### src/rtl/pwm10_pkg.sv
package pwm10_pkg;
  typedef enum logic [1:0] {
    SEL_PERIOD  = 2'd0,
    SEL_DUTY_HI = 2'd1,
    SEL_DUTY_LO = 2'd2,
    SEL_TIMER   = 2'd3
  } wr_sel_e;
endpackage

### src/rtl/pwm10_timebase.sv
module pwm10_timebase #(
  parameter int HI_W = 8,
  parameter int LO_W = 2,
  localparam int CNT_W = HI_W + LO_W
) (
  input  logic              clk,
  input  logic              rst_n,
  input  logic              per_wr,
  input  logic              tmr_wr,
  input  logic [HI_W-1:0]   wr_data,
  output logic [CNT_W-1:0]  cnt,
  output logic [HI_W-1:0]   per_act,
  output logic              roll
);
  logic [HI_W-1:0]  per_pend;
  logic [CNT_W-1:0] cnt_end;

  assign cnt_end = {per_act, {LO_W{1'b1}}};

  // An early timer write that matches the period ends the cycle now.
  always_comb begin
    if (tmr_wr) roll = (wr_data == per_act);
    else        roll = (cnt == cnt_end);
  end

  always_ff @(posedge clk or negedge rst_n) begin
    if (!rst_n) begin
      cnt      <= '0;
      per_act  <= '0;
      per_pend <= '0;
    end else begin
      if (roll)        cnt <= '0;
      else if (tmr_wr) cnt <= {wr_data, {LO_W{1'b0}}};
      else             cnt <= cnt + 1'b1;
      if (roll)   per_act  <= per_pend;
      if (per_wr) per_pend <= wr_data;
    end
  end
endmodule

### src/rtl/pwm10_duty_buf.sv
module pwm10_duty_buf #(
  parameter int HI_W = 8,
  parameter int LO_W = 2,
  localparam int CNT_W = HI_W + LO_W
) (
  input  logic              clk,
  input  logic              rst_n,
  input  logic              hi_wr,
  input  logic              lo_wr,
  input  logic [HI_W-1:0]   wr_data,
  input  logic              roll,
  output logic [CNT_W-1:0]  duty_act,
  output logic              armed
);
  logic [HI_W-1:0] hi_pend;
  logic [LO_W-1:0] lo_pend;
  logic            lo_first;
  logic            armed_nx;
  logic            lo_first_nx;

  // Pair tracking: high-first arms, low-first marks; the partner closes.
  always_comb begin
    armed_nx    = armed;
    lo_first_nx = roll ? 1'b0 : lo_first;
    if (hi_wr) begin
      if (lo_first) lo_first_nx = 1'b0;
      else          armed_nx    = 1'b1;
    end
    if (lo_wr) begin
      if (armed) armed_nx    = 1'b0;
      else       lo_first_nx = 1'b1;
    end
  end

  always_ff @(posedge clk or negedge rst_n) begin
    if (!rst_n) begin
      hi_pend  <= '0;
      lo_pend  <= '0;
      duty_act <= '0;
      armed    <= 1'b0;
      lo_first <= 1'b0;
    end else begin
      if (roll && !armed) duty_act <= {hi_pend, lo_pend};
      if (hi_wr) hi_pend <= wr_data;
      if (lo_wr) lo_pend <= wr_data[LO_W-1:0];
      armed    <= armed_nx;
      lo_first <= lo_first_nx;
    end
  end
endmodule

### src/rtl/pwm10_compare.sv
module pwm10_compare #(
  parameter int CNT_W = 10
) (
  input  logic [CNT_W-1:0] cnt,
  input  logic [CNT_W-1:0] duty_act,
  output logic             pwm_out
);
  // Both operands are register outputs, so the compare has no torn input.
  assign pwm_out = (cnt < duty_act);
endmodule

### src/rtl/pwm10_interlock.sv
module pwm10_interlock #(
  parameter int HI_W = 8,
  parameter int LO_W = 2
) (
  input  logic            clk,
  input  logic            rst_n,
  input  logic            wr_en,
  input  logic [1:0]      wr_sel,
  input  logic [HI_W-1:0] wr_data,
  output logic            pwm_out
);
  import pwm10_pkg::*;
  localparam int CNT_W = HI_W + LO_W;

  logic             per_wr, hi_wr, lo_wr, tmr_wr;
  logic [CNT_W-1:0] cnt;
  logic [CNT_W-1:0] duty_act;
  logic [HI_W-1:0]  per_act;
  logic             roll;
  logic             armed;

  assign per_wr = wr_en && (wr_sel == SEL_PERIOD);
  assign hi_wr  = wr_en && (wr_sel == SEL_DUTY_HI);
  assign lo_wr  = wr_en && (wr_sel == SEL_DUTY_LO);
  assign tmr_wr = wr_en && (wr_sel == SEL_TIMER);

  pwm10_timebase #(.HI_W(HI_W), .LO_W(LO_W)) u_tb (
    .clk(clk), .rst_n(rst_n), .per_wr(per_wr), .tmr_wr(tmr_wr),
    .wr_data(wr_data), .cnt(cnt), .per_act(per_act), .roll(roll)
  );

  pwm10_duty_buf #(.HI_W(HI_W), .LO_W(LO_W)) u_buf (
    .clk(clk), .rst_n(rst_n), .hi_wr(hi_wr), .lo_wr(lo_wr),
    .wr_data(wr_data), .roll(roll), .duty_act(duty_act), .armed(armed)
  );

  pwm10_compare #(.CNT_W(CNT_W)) u_cmp (
    .cnt(cnt), .duty_act(duty_act), .pwm_out(pwm_out)
  );
endmodule

### config.mk
export PLATFORM = sky130hd
export DESIGN_NAME = pwm10_interlock
export DESIGN_NICKNAME = d
export VERILOG_FILES = /design/src/rtl/pwm10_pkg.sv /design/src/rtl/pwm10_timebase.sv /design/src/rtl/pwm10_duty_buf.sv /design/src/rtl/pwm10_compare.sv /design/src/rtl/pwm10_interlock.sv
export SDC_FILE = /design/constraint.sdc
export NUM_CORES = 1
export LEC_CHECK = 0
export ABC_AREA = 1
export BUFFER_PORTS_ARGS = -buffer_cell sky130_fd_sc_hd__buf_4
export CAP_MARGIN = 10
export CORE_MARGIN = 2
export CORE_UTILIZATION = 52
export CTS_CLUSTER_SIZE = 12
export DETAILED_ROUTE_END_ITERATION = 7
export PLACE_DENSITY = 0.66
export SLEW_MARGIN = 10
export SYNTH_ARGS = -nofsm -noshare
export SYNTH_HDL_FRONTEND = slang
export SYNTH_SLANG_ARGS = --single-unit
### constraint.sdc
create_clock -name clk -period 3.7 [get_ports clk]
set_input_delay 0.37 -clock clk [delete_from_list [all_inputs] [get_ports clk]]
set_output_delay 0.37 -clock clk [all_outputs]
set_load 0.01 [all_outputs]
==> results of run 1 <==
-- sequential cells by signal (all words and copies together) (netlist names) --
register	cells
u_buf.lo_first	1
u_tb.per_act	8
u_tb.cnt	10
u_buf.duty_act	10
u_buf.lo_pend	2
u_buf.armed	1
u_tb.per_pend	8
u_buf.hi_pend	8
-- cells in the mapped netlist --
| cell type | number |
|---|---|
| o221ai_1 | 1 |
| a31oi_1 | 1 |
| xnor2_1 | 3 |
| inv_8 | 1 |
| clkinv_1 | 1 |
| nor4_1 | 1 |
| nand2_4 | 2 |
| nor2_1 | 22 |
| nand3_1 | 10 |
| a22oi_1 | 2 |
| inv_1 | 44 |
| o21a_1 | 2 |
| a21oi_1 | 6 |
| dfrtp_1 | 48 |
| o21ai_0 | 24 |
| buf_12 | 1 |
| o211ai_1 | 1 |
| inv_2 | 3 |
| nand2_2 | 8 |
| buf_4 | 2 |
| ha_1 | 10 |
| nand3b_1 | 1 |
| nand2_1 | 117 |
| nor3_1 | 1 |
| nand2_8 | 1 |
| o22ai_1 | 1 |
| xor2_1 | 1 |
| nand3_2 | 1 |
| clkbuf_1 | 4 |
| nand4_1 | 14 |
-- layout by cell type, fill, tap and decap left out --
cell type	netlist	layout
clkinv_1	1	1
nor2_1	22	22
o221ai_1	1	1
inv_1	44	44
o211ai_1	1	1
buf_4	2	13
nand2_4	2	2
a21oi_1	6	6
o21ai_0	24	24
nor3_1	1	1
xor2_1	1	1
nand3b_1	1	1
dfrtp_1	48	48
a31oi_1	1	1
o22ai_1	1	1
clkinvlp_4	0	1
nor4_1	1	1
o21a_1	2	2
nand2_1	117	117
ha_1	10	10
a22oi_1	2	2
nand2_2	8	8
inv_2	3	3
nand3_2	1	1
nand4_1	14	14
xnor2_1	3	3
nand3_1	10	10
inv_8	1	1
clkbuf_1	4	1
clkbuf_8	0	6
nand2_8	1	1
-- cell families (layout without fill, tap and decap cells) --
kind of cell	after synthesis	count (layout)	synth area share, %
buffers and inverters	56	70	9.31
adder cells (fa/ha/maj)	10	10	4.83
AO/OA/AOI/OAI	38	38	8.06
flip-flops	48	48	46.3
XOR/XNOR	4	4	1.35
AND/OR/NAND/NOR	178	178	30.1
-- stage by stage --
stage	utilization, %	worst slack, ns
after floorplan	-	2.09
after global placement	57.3	1.79
after detailed placement	57.3	1.76
after CTS	59.3	1.59
after global routing	59.3	1.48
final	59.3	1.62
-- cell type report --
type | count | area share (%)
clock inverter | 1 | 0.266
sequential | 48 | 42.6
timing repair buffer | 13 | 3.46
inverter | 49 | 6.79
multi-input combinational | 230 | 40.8
tap | 67 | 2.98
clock buffer | 7 | 3.06
-- routing by layer --
metal / vias to the layer above / wire length (um) / GRT usage (%)
met4: 0 / 81 / 7.34
li1: 1080 / - / -
met1: 922 / 2780 / 32.6
met2: 27 / 2410 / 33.2
met3: 7 / 169 / 4.55
met5: - / 0 / 0
-- power by group through the flow --
stage / Sequential [uW] / Combinational [uW] / Clock (uW)
final: 801 / 525 / 327
after global routing: 824 / 623 / 358
after CTS: 801 / 531 / 336
after detailed placement: 811 / 526 / 0
after global placement: 814 / 515 / 0
after floorplan: 764 / 418 / 0
-- worst max-delay path by stage --
stage	from	endpoint	slack (ns)	cells past startpoint
6_report	u_tb.cnt[3]	pwm_out	1.62	6
5_1_grt	u_tb.cnt[3]	pwm_out	1.48	6
4_1_cts	u_tb.cnt[3]	pwm_out	1.59	6
3_5_place_dp	wr_sel[0]	u_buf.duty_act[9]	1.76	7
3_3_place_gp	wr_sel[0]	u_buf.duty_act[1]	1.79	7
2_1_floorplan	u_tb.cnt[3]	pwm_out	2.09	5
-- worst register-to-register path, stage by stage, from the launching register on --
cell and delay, ns:
dfrtp_1 0.40, ha_1 0.22, inv_1 0.08, a21oi_1 0.12
nand3_1 0.09, nor2_1 0.11, nand2_1 0.10, nand2_4 0.19
nand3_2 0.23, nand2_1 0.12, nand2_1 0.05
==> impl_results.md, run 1 <==
- Layout Cells excl Fill: 415
- R2R Path End: u_buf.duty_act[9]
- Reg clk slew, reported paths: 0.09 ns
- Fmax: 481 MHz
- Worst-path fanout max: 7
- Worst-skew pair later-pin latency: 0.30 ns
- Fin crit share: 56.2%
- Drt first pass iters: 4
- Max incr delay on CP: 0.47 ns
- Worst path bufs/invs: 1
- Largest net degree at the start of global routing: 49
- Seq/Total Area, Yosys: 46.3%
- Post-route DRC violation count: 0
- Final setup violation count: 0
- Hold WC Path Type: in -> async
- Sequential Power Share: 48.5%
- Sequential Area: 1200 um2
- Top Family by Delay on Critical Path: flip-flops
- Die area: 5570 um2
- Mapped Cells: 334
- Post-CTS setup buffer count: 0
- Vias per cell: 4.91
- Internal: 1040 uW
- CP endpoint kind: output port
- Worst path arrival time: 1.71 ns
- Startpoint types: flip-flop
- Reg2reg start: u_tb.cnt[0]
- Status: completed
- Endpoints failing hold: 0
- Initial antenna violation count: 0
- Total of max-cap violations: 0
- Final standard cell area without fillers: 2820 um2
- Final Net Count: 370
- Num rows: 25
- Syn. warnings: 0
- Worst Tran Pin Value: 0.588 ns
- Cts hold-fix bufs: 0
- R2R depth: 10
- Die H: 74.6 um
- Static Leak: 0.00149 uW
- Crit path required time: 3.33 ns
- Reg2Reg Setup Slack: 1.88 ns
- Shortest period the worst path allows: 2.08 ns
- Starting density of the core: 54.5%
- Clock network power share: 19.8%
- Setup_tns: 0 ns
- Slowest cell on crit path: dfrtp_1
- RePlAce Congestion: 0.828
- DPL Wire Length: 4.06 mm
- Die width: 74.6 um
- Number of global-route vias before repair: 1863
- Synth cell types: 30
- Syn avg cell area: 7.76 um2
- Overall Global Routing Usage: 22.3%
- Drt wl/cell: 13.1 um
- Global route overflow: 0
- Number of synthesized register bits: 48
- Worst Skew: 0.00843 ns
- Area contributors post-synth: dfrtp_1, nand2_1, inv_1, ha_1, o21ai_0
- Setup CP Type: reg -> out
- Max Root-Sink Buffers: 2
- RSZ-0062 raised after global routing: false
- Slew Limit Headroom: 60.8%
- H-tree depth: 2
- Fill count: 467
- Antenna diode count: 0
- Top cell type's share of synthesized area: 46.3%
- Overall power: 1650 uW
- Num CTS Buffers: 5
- Routed Wire Length: 5.45 mm
- Post-synth net total: 357
- DRT iter0 DRCs: 116
- TritonCTS clock tree: done
- Final ANT Viol Nets: 0
- Via count: 2036
- Hold Slack: 0.0628 ns
- Multi-input logic area: 1150 um2
- Sw frac: 37.0%
- PD cells: 587 nW/um2
- Cell Area, Placed: 2720 um2
- Core area: 4750 um2
- Num Clock Sinks: 48
- Area Growth Syn to Fin: 8.69%
- Post-synthesis cell area: 2590 um2
- Peak VDD IR: 0.364 mV
- Final Max Slew Viols: 0
- Clock tree root driver cell: clkbuf_8
- Largest area contributor in the netlist: dfrtp_1
- Boundary pin count: 14
- Post_cts resized: 0
- Layout cell share with drive strength beyond 1: 10.3%
- I/O Buffers: 13
- Combinational group share of total power: 31.7%
- Cell Chain, Critical Path: ha_1, a21oi_1, o21a_1, o221ai_1, nor2_1, buf_4
- Net Switching: 612 uW
- Post-placement cell count: 407
- First-pass GRT wire length: 9.11 mm
Note: power is estimated with default switching activity, not from simulation.
==> run 2, diff against run 1 <==
ABC_AREA = 0   (was 1)
PLACE_DENSITY = 0.68   (was 0.66)
clock period = 1.75 ns   (was 3.7 ns; I/O delays follow)
==> run 2 against run 1 <==
The flow now finishes with violations (negative setup slack). Wire length rose by 1.0%. Design area is 12% higher. Sequential power is 100% higher. Power rose to 2.6 times the previous value. Cell count decreased by 29%. Combinational power grew to 3.5 times the previous value. Via count down 16%. First-iteration DRC count decreased by 32%. Highest routed layer unchanged.
==> impl_results.md, run 2 <==
- Most frequent cells in the layout: dfrtp_1, buf_4, mux2_2 (was nand2_1, dfrtp_1, inv_1)
- Top cell type's share of synthesized area: 48.8% (was 46.3%)
- Worst-path fanout max: 2 (was 7)
- Overall Global Routing Usage: 21.7% (was 22.3%)
- Worst setup path end: pwm_out (unchanged)
- Hold WC Path Type: in -> reg (was in -> async)
- Largest family of logic cells by synthesized area: multiplexers (was simple AND/OR/NAND/NOR gates)
- Status: complete, but fails checks (was completed)
- Boundary pin count: 14 (unchanged)
- Top flop regs: u_buf.duty_act x10, u_tb.cnt x10 (unchanged)
- Area Growth Syn to Fin: 28.0% (was 8.69%)
- PD cells: 1350 nW/um2 (was 587 nW/um2)
- Async set-reset flop share out of synthesis: 100% (unchanged)
- Most frequent cells after synthesis: dfrtp_1, mux2_2, xnor2_1 (was nand2_1, dfrtp_1, inv_1)
- Initial antenna violation count: 0 (unchanged)
- Final Max Slew Viols: 0 (unchanged)
- Seq/Total Area, Yosys: 48.8% (was 46.3%)
- Layout Cells excl Fill: 293 (was 415)
- TritonCTS clock tree: done (unchanged)
- Drt wl/cell: 18.8 um (was 13.1 um)
- Mux share of post-synthesis cell area: 18.0% (was 0%)
- Max Root-Sink Buffers: 2 (unchanged)
- I/O Buffers: 13 (unchanged)
- Die area: 5300 um2 (was 5570 um2)
- Post-route DRC violation count: 0 (unchanged)
- Layout cell share with drive strength beyond 1: 47.3% (was 10.3%)
- Num CTS Buffers: 5 (unchanged)
- Slew Limit Headroom: 59.6% (was 60.8%)
- Adder-cell share of the synthesized area: 5.09% (was 4.83%)
- Shortest period the worst path allows: 2.14 ns
- RePlAce Congestion: 0.802 (was 0.828)
- Num Clock Sinks: 48 (unchanged)
- Syn avg cell area: 12.8 um2 (was 7.76 um2)
- Largest net degree at the start of global routing: 49 (unchanged)
- Hold path cells: 2
- Die H: 72.8 um (was 74.6 um)
- CP endpoint kind: output port (unchanged)
- Total of max-cap violations: 0 (unchanged)
- First-pass GRT wire length: 8.43 mm (was 9.11 mm)
- Fill count: 328 (was 467)
- Compound-Gate Fraction of Synth Area: 7.32% (was 8.06%)
- Hold Slack: 0.119 ns (was 0.0628 ns)
- Number of global-route vias before repair: 1727 (was 1863)
- Final WS setup: -0.390 ns (was 1.62 ns)
- Post-placement cell count: 273 (was 407)
- Global route overflow: 0 (unchanged)
- Worst-skew pair later-pin latency: 0.30 ns (about the same)
- Overall power: 4240 uW (was 1650 uW)
- Failing checks: negative setup slack
- Routed Wire Length: 5.50 mm (was 5.45 mm)
- Die width: 72.8 um (was 74.6 um)
- Most frequent cell after synthesis: dfrtp_1 (was nand2_1)
- Worst Skew: 0.00417 ns (was 0.00843 ns)
- Fmax: 467 MHz
- Fin crit share: 122%
- Worst Tran Pin Value: 0.607 ns (was 0.588 ns)
- Core area: 4630 um2 (was 4750 um2)
- Final setup violation count: 28 (was 0)
- Sequential Area: 1200 um2 (about the same)
- Synth Area in Simple Gates: 9.10% (was 30.1%)
- Reg clk slew, reported paths: 0.08 ns (was 0.09 ns)
- Pre-CTS WS: -0.183 ns (was 1.76 ns)
- DRT iter0 DRCs: 79 (was 116)
- Post-synth net total: 215 (was 357)
- R2R depth: 8 (was 10)
- Worst setup path startpoint: u_buf.duty_act[3] (was u_tb.cnt[3])
- Largest area contributor in the netlist: dfrtp_1 (unchanged)
- Vias per cell: 5.82 (was 4.91)
- Endpoints failing hold: 0 (unchanged)
- Final ANT Viol Nets: 0 (unchanged)
- R2R Path End: u_buf.duty_act[6] (was u_buf.duty_act[9])
- Clock tree root driver cell: clkbuf_8 (unchanged)
- Mapped Cells: 192 (was 334)
- DPL Wire Length: 3.40 mm (was 4.06 mm)
- Number of synthesized register bits: 48 (unchanged)
- Commonest non-fill, non-tap cell in the layout: dfrtp_1 (was nand2_1)
- RSZ-0062 raised after global routing: true (was false)
- Reg2Reg Setup Slack: -0.31 ns (was 1.88 ns)
- Startpoint types: flip-flop (unchanged)
- Crit path required time: 1.57 ns (was 3.33 ns)
- Number of enable flip-flop cells after synthesis: 0 (unchanged)
- Via count: 1704 (was 2036)
- Drt first pass iters: 4 (unchanged)
- Static Leak: 0.00139 uW (was 0.00149 uW)
- Final Net Count: 261 (was 370)
- Num rows: 25 (unchanged)
- Reg2reg start: u_tb.cnt[4] (was u_tb.cnt[0])
- Worst path arrival time: 1.96 ns (was 1.71 ns)
- Peak VDD IR: 0.571 mV (was 0.364 mV)
- Synth cell types: 34 (was 30)
- Area contributors post-synth: dfrtp_1, mux2_2, xnor2_1, mux2_4, ha_1 (was dfrtp_1, nand2_1, inv_1, ha_1, o21ai_0)
- Xor/xnor cell area share of the yosys netlist: 8.85% (was 1.35%)
- Post-synthesis cell area: 2460 um2 (was 2590 um2)
- Syn. warnings: 0 (unchanged)
- Main synth FF type: dfrtp_1 (unchanged)
- Setup CP Type: reg -> out (unchanged)
- Starting density of the core: 53.1% (was 54.5%)
- Antenna diode count: 0 (unchanged)
- H-tree depth: 2 (unchanged)
- Multi-input logic area: 1410 um2 (was 1150 um2)
- Setup_tns: -5.17 ns (was 0 ns)
==> run 2: critical path, cell delays in order, from the launching register on <==
cell       delay, ns
dfrtp_1         0.40
inv_2           0.07
ha_4            0.21
a2111oi_4       0.26
o21ai_1         0.11
a221o_1         0.33
a31oi_2         0.14
buf_4           0.14
==> run 2: power by group <==
| part | total, uW | switching, uW | internal (uW) |
|---|---|---|---|
| registers | 1630 | 245 | 1380 |
| clock network | 779 | 355 | 424 |
| logic | 1830 | 811 | 1020 |
==> run 2: per-stage QoR <==
step	util [%]	area (um2)
after floorplan	-	2470
after global routing	68.0	3150
final	68.0	3150
after CTS	65.2	3020
after detailed placement	59.1	2740
after global placement	59.1	2740
==> run 2: what timing repair did <==
item                       CTS  global route
setup endpoints to repair   20            28
gates cloned                 2             1
pin swaps                    3            13
gates resized for setup     16            22
hold buffers                 1             0
hold endpoints to repair    48             0
setup buffers                5             5
==> run 2: worst min-delay path by stage <==
stage               startpoint               end  slack (ns)
CTS                  wr_sel[1]       u_buf.armed        0.11
detailed placement       rst_n  u_buf.hi_pend[0]        0.22
global placement         rst_n  u_buf.hi_pend[0]        0.21
floorplan                rst_n       u_buf.armed       -0.12
finish               wr_sel[1]       u_buf.armed        0.12
global route         wr_sel[1]       u_buf.armed        0.11
==> run 2: final cells by class <==
class | count | share of cell area (%)
inverter | 14 | 1.67
clock buffer | 6 | 2.30
multi-input combinational | 131 | 44.7
timing repair buffer | 38 | 9.85
clock inverter | 2 | 1.11
sequential | 48 | 38.3
tap | 54 | 2.15
==> run 2: metal layers <==
layer  vias up  track usage, %  share of wire [%]
li1        776               -                  -
met1       855            26.6                 41
met2        54            36.7                 50
met3        19            4.97                4.9
met4         0            9.67                3.7
met5         -               0                  0
==> run 2: logic make-up after synthesis <==
group	Yosys count
AND/OR/NAND/NOR	37
AO/OA/AOI/OAI	21
flip-flops	48
multiplexers	36
buffers and inverters	16
XOR/XNOR	24
adder cells (fa/ha/maj)	10
==> run 3, diff against run 2 <==
CORE_ASPECT_RATIO = 1.75   (was default)
CORE_MARGIN = 1   (was 2)
MAX_ROUTING_LAYER = met4   (was default)
==> run 3 against run 2 <==
The flow still finishes with violations (negative setup slack). Die area decreased by 5.2%. Register-to-register slack improved by 0.13 ns. Design area decreased by 7.7%. Sequential share of layout area increased by 3.0 points. Non-clock buffer count decreased by 8. Utilization decreased by 3.2 points. Count of clock-buffer cells in the layout unchanged. Via count decreased by 5.8%. Largest power group is now registers.
==> impl_results.md, run 3 (synthesis gave the netlist of run 2 again) <==
- Status: complete, but fails checks (unchanged)
- Failing checks: negative setup slack (unchanged)
- Drt wl/cell: 18.5 um (was 18.8 um)
- Core area: 4480 um2 (was 4630 um2)
- Worst path bufs/invs: 1 (was 2)
- Hold Path Origin: wr_data[5] (was wr_sel[1])
- PD cells: 1350 nW/um2 (about the same)
- Shortest period the worst path allows: 2.19 ns (was 2.14 ns)
- Drt first pass iters: 4 (unchanged)
- Hold path endpoint: u_tb.cnt[7] (was u_buf.armed)
- TritonCTS clock tree: done (unchanged)
- H-tree depth: 2 (unchanged)
- Fmax: 457 MHz (was 467 MHz)
- Final setup violation count: 20 (was 28)
- RSZ-0062 raised after global routing: true (unchanged)
- Internal: 2620 uW (was 2830 uW)
- Worst path arrival time: 2.01 ns (was 1.96 ns)
- Max Root-Sink Buffers: 2 (unchanged)
- Number of global-route vias before repair: 1751 (was 1727)
- Starting density of the core: 54.9% (was 53.1%)
- Top flop regs: u_buf.duty_act x10, u_tb.cnt x10 (unchanged)
- Overall Global Routing Usage: 24.3% (was 21.7%)
- Post-route DRC violation count: 0 (unchanged)
- I/O Buffers: 13 (unchanged)
- Global route overflow: 0 (unchanged)
- Vias per cell: 5.73 (was 5.82)
- Final WS setup: -0.437 ns (was -0.390 ns)
- Crit path required time: 1.57 ns (about the same)
- Endpoints failing hold: 0 (unchanged)
- Clock tree root driver cell: clkbuf_8 (unchanged)
- Antenna diode count: 0 (unchanged)
- Die H: 93.0 um (was 72.8 um)
- Worst-path fanout max: 3 (was 2)
- Max Used Layer: met4 (unchanged)
- Worst Tran Pin Value: 0.630 ns (was 0.607 ns)
- Num CTS Buffers: 5 (unchanged)
- Final Net Count: 251 (was 261)
- Clock network power share: 20.0% (was 18.4%)
- Top Family by Delay on Critical Path: compound AO/OA/AOI/OAI gates (unchanged)
- DPL Wire Length: 3.73 mm (was 3.40 mm)
- Worst Skew: 0.00878 ns (was 0.00417 ns)
- Routed Wire Length: 5.18 mm (was 5.50 mm)
- Reg2reg start: u_tb.per_act[3] (was u_tb.cnt[4])
- Commonest non-fill, non-tap cell in the layout: dfrtp_1 (unchanged)
- Boundary pin count: 14 (unchanged)
- M1 WL: 2.02 mm (was 2.26 mm)
- Layout cell share with drive strength beyond 1: 38.0% (was 47.3%)
- Combinational group share of total power: 38.9% (was 43.2%)
- Reg2Reg Setup Slack: -0.18 ns (was -0.31 ns)
- Initial antenna violation count: 0 (unchanged)
- Total of max-cap violations: 0 (unchanged)
- Pre-CTS WS: -0.162 ns (was -0.183 ns)
- Worst-skew pair later-pin latency: 0.30 ns (about the same)
- Slew Limit Headroom: 57.8% (was 59.6%)
- Final Max Slew Viols: 0 (unchanged)
- Post-CTS setup buffer count: 0 (was 5)
- Area Growth Syn to Fin: 18.2% (was 28.0%)
- DR WL met3: 132 um (was 270 um)
- Num rows: 32 (was 25)
- Static Leak: 0.00130 uW (was 0.00139 uW)
- Final ANT Viol Nets: 0 (unchanged)
- Hold WC Path Type: in -> reg (unchanged)
- Setup CP Type: reg -> out (unchanged)
- R2R depth: 5 (was 8)
- Peak VDD IR: 0.912 mV (was 0.571 mV)
- Overall power: 3920 uW (was 4240 uW)
- Slowest cell on crit path: dfrtp_1 (unchanged)
- Met2 wirelength from detailed routing: 2.83 mm (was 2.76 mm)
- Startpoint types: flip-flop (unchanged)
- Sw frac: 33.1% (was 33.3%)
- DRT iter0 DRCs: 44 (was 79)
- Die width: 54.0 um (was 72.8 um)
- Fill count: 348 (was 328)
- Cell Chain, Critical Path: ha_1, a2111oi_4, o21ai_1, a221o_1, a31oi_2, buf_4 (was inv_2, ha_4, a2111oi_4, o21ai_1, a221o_1, a31oi_2, buf_4)
- R2R Path End: u_buf.duty_act[7] (was u_buf.duty_act[6])
- Fin crit share: 125% (was 122%)
- Largest net degree at the start of global routing: 49 (unchanged)
- CP endpoint kind: output port (unchanged)
- Sequential Power Share: 41.1% (was 38.4%)
- Most frequent cells in the layout: dfrtp_1, buf_4, mux2_2 (unchanged)
- Hold Slack: 0.119 ns (about the same)
- Via count: 1605 (was 1704)
- RePlAce Congestion: 0.886 (was 0.802)
- Hold path cells: 2 (unchanged)
- Die area: 5020 um2 (was 5300 um2)
- First-pass GRT wire length: 8.31 mm (was 8.43 mm)
- Reg clk slew, reported paths: 0.09 ns (was 0.08 ns)
- Net Switching: 1300 uW (was 1410 uW)
- Max incr delay on CP: 0.42 ns (was 0.40 ns)
- Num Clock Sinks: 48 (unchanged)
## run 3: layout make-up
cell class                 count  area (um2)  area share, %
multi-input combinational    129        1250           43.2
sequential                    48        1200           41.3
timing repair buffer          30         228           7.83
clock buffer                   6        72.6           2.50
tap                           51        63.8           2.19
inverter                      14        52.6           1.81
clock inverter                 2        35.0           1.20
## run 3: timing repair
| action | in CTS | in global routing |
|---|---|---|
| hold buffers | 1 | 0 |
| resized for setup | 5 | 3 |
| endpoints found under the setup margin | 21 | 28 |
| gates cloned | 1 | 0 |
| pin swaps | 1 | 1 |
| hold endpoints to repair | 48 | 0 |
## run 3: per-stage QoR
step	utilization, %	TNS (ns)	cells	area [um2]
2_1_floorplan	-	-0.0472	192	2470
3_5_place_dp	60.9	-2.46	270	2730
4_1_cts	64.3	-2.74	280	2880
3_3_place_gp	60.9	-1.91	270	2730
5_1_grt	64.8	-4.23	280	2910
6_report	64.8	-2.92	280	2910
## run 3: how the worst max path moves through the flow
stage                     cells past startpoint               from  slack (ns)           endpoint
after floorplan                               5        u_tb.cnt[3]       -0.05            pwm_out
after global placement                        5    u_tb.per_act[3]       -0.11  u_buf.duty_act[6]
after detailed placement                      7  u_buf.duty_act[3]       -0.16            pwm_out
after CTS                                     7  u_buf.duty_act[3]       -0.43            pwm_out
after global routing                          7  u_buf.duty_act[3]       -0.53            pwm_out
final                                         6        u_tb.cnt[5]       -0.44            pwm_out
## run 3: power by group through the flow
stage                     sequential [uW]  clock [uW]  combinational, uW
after floorplan                      1590           0                901
after global placement               1600           0               1310
after detailed placement             1630           0               1360
after CTS                            1610         804               1430
after global routing                 1650         838               1660
final                                1610         783               1530
## run 3: layer usage
layer	GRT usage, %	vias to the layer above
li1	-	749
met1	28.0	804
met4	11.8	0
met3	3.74	15
met5	-	-
met2	39.7	37
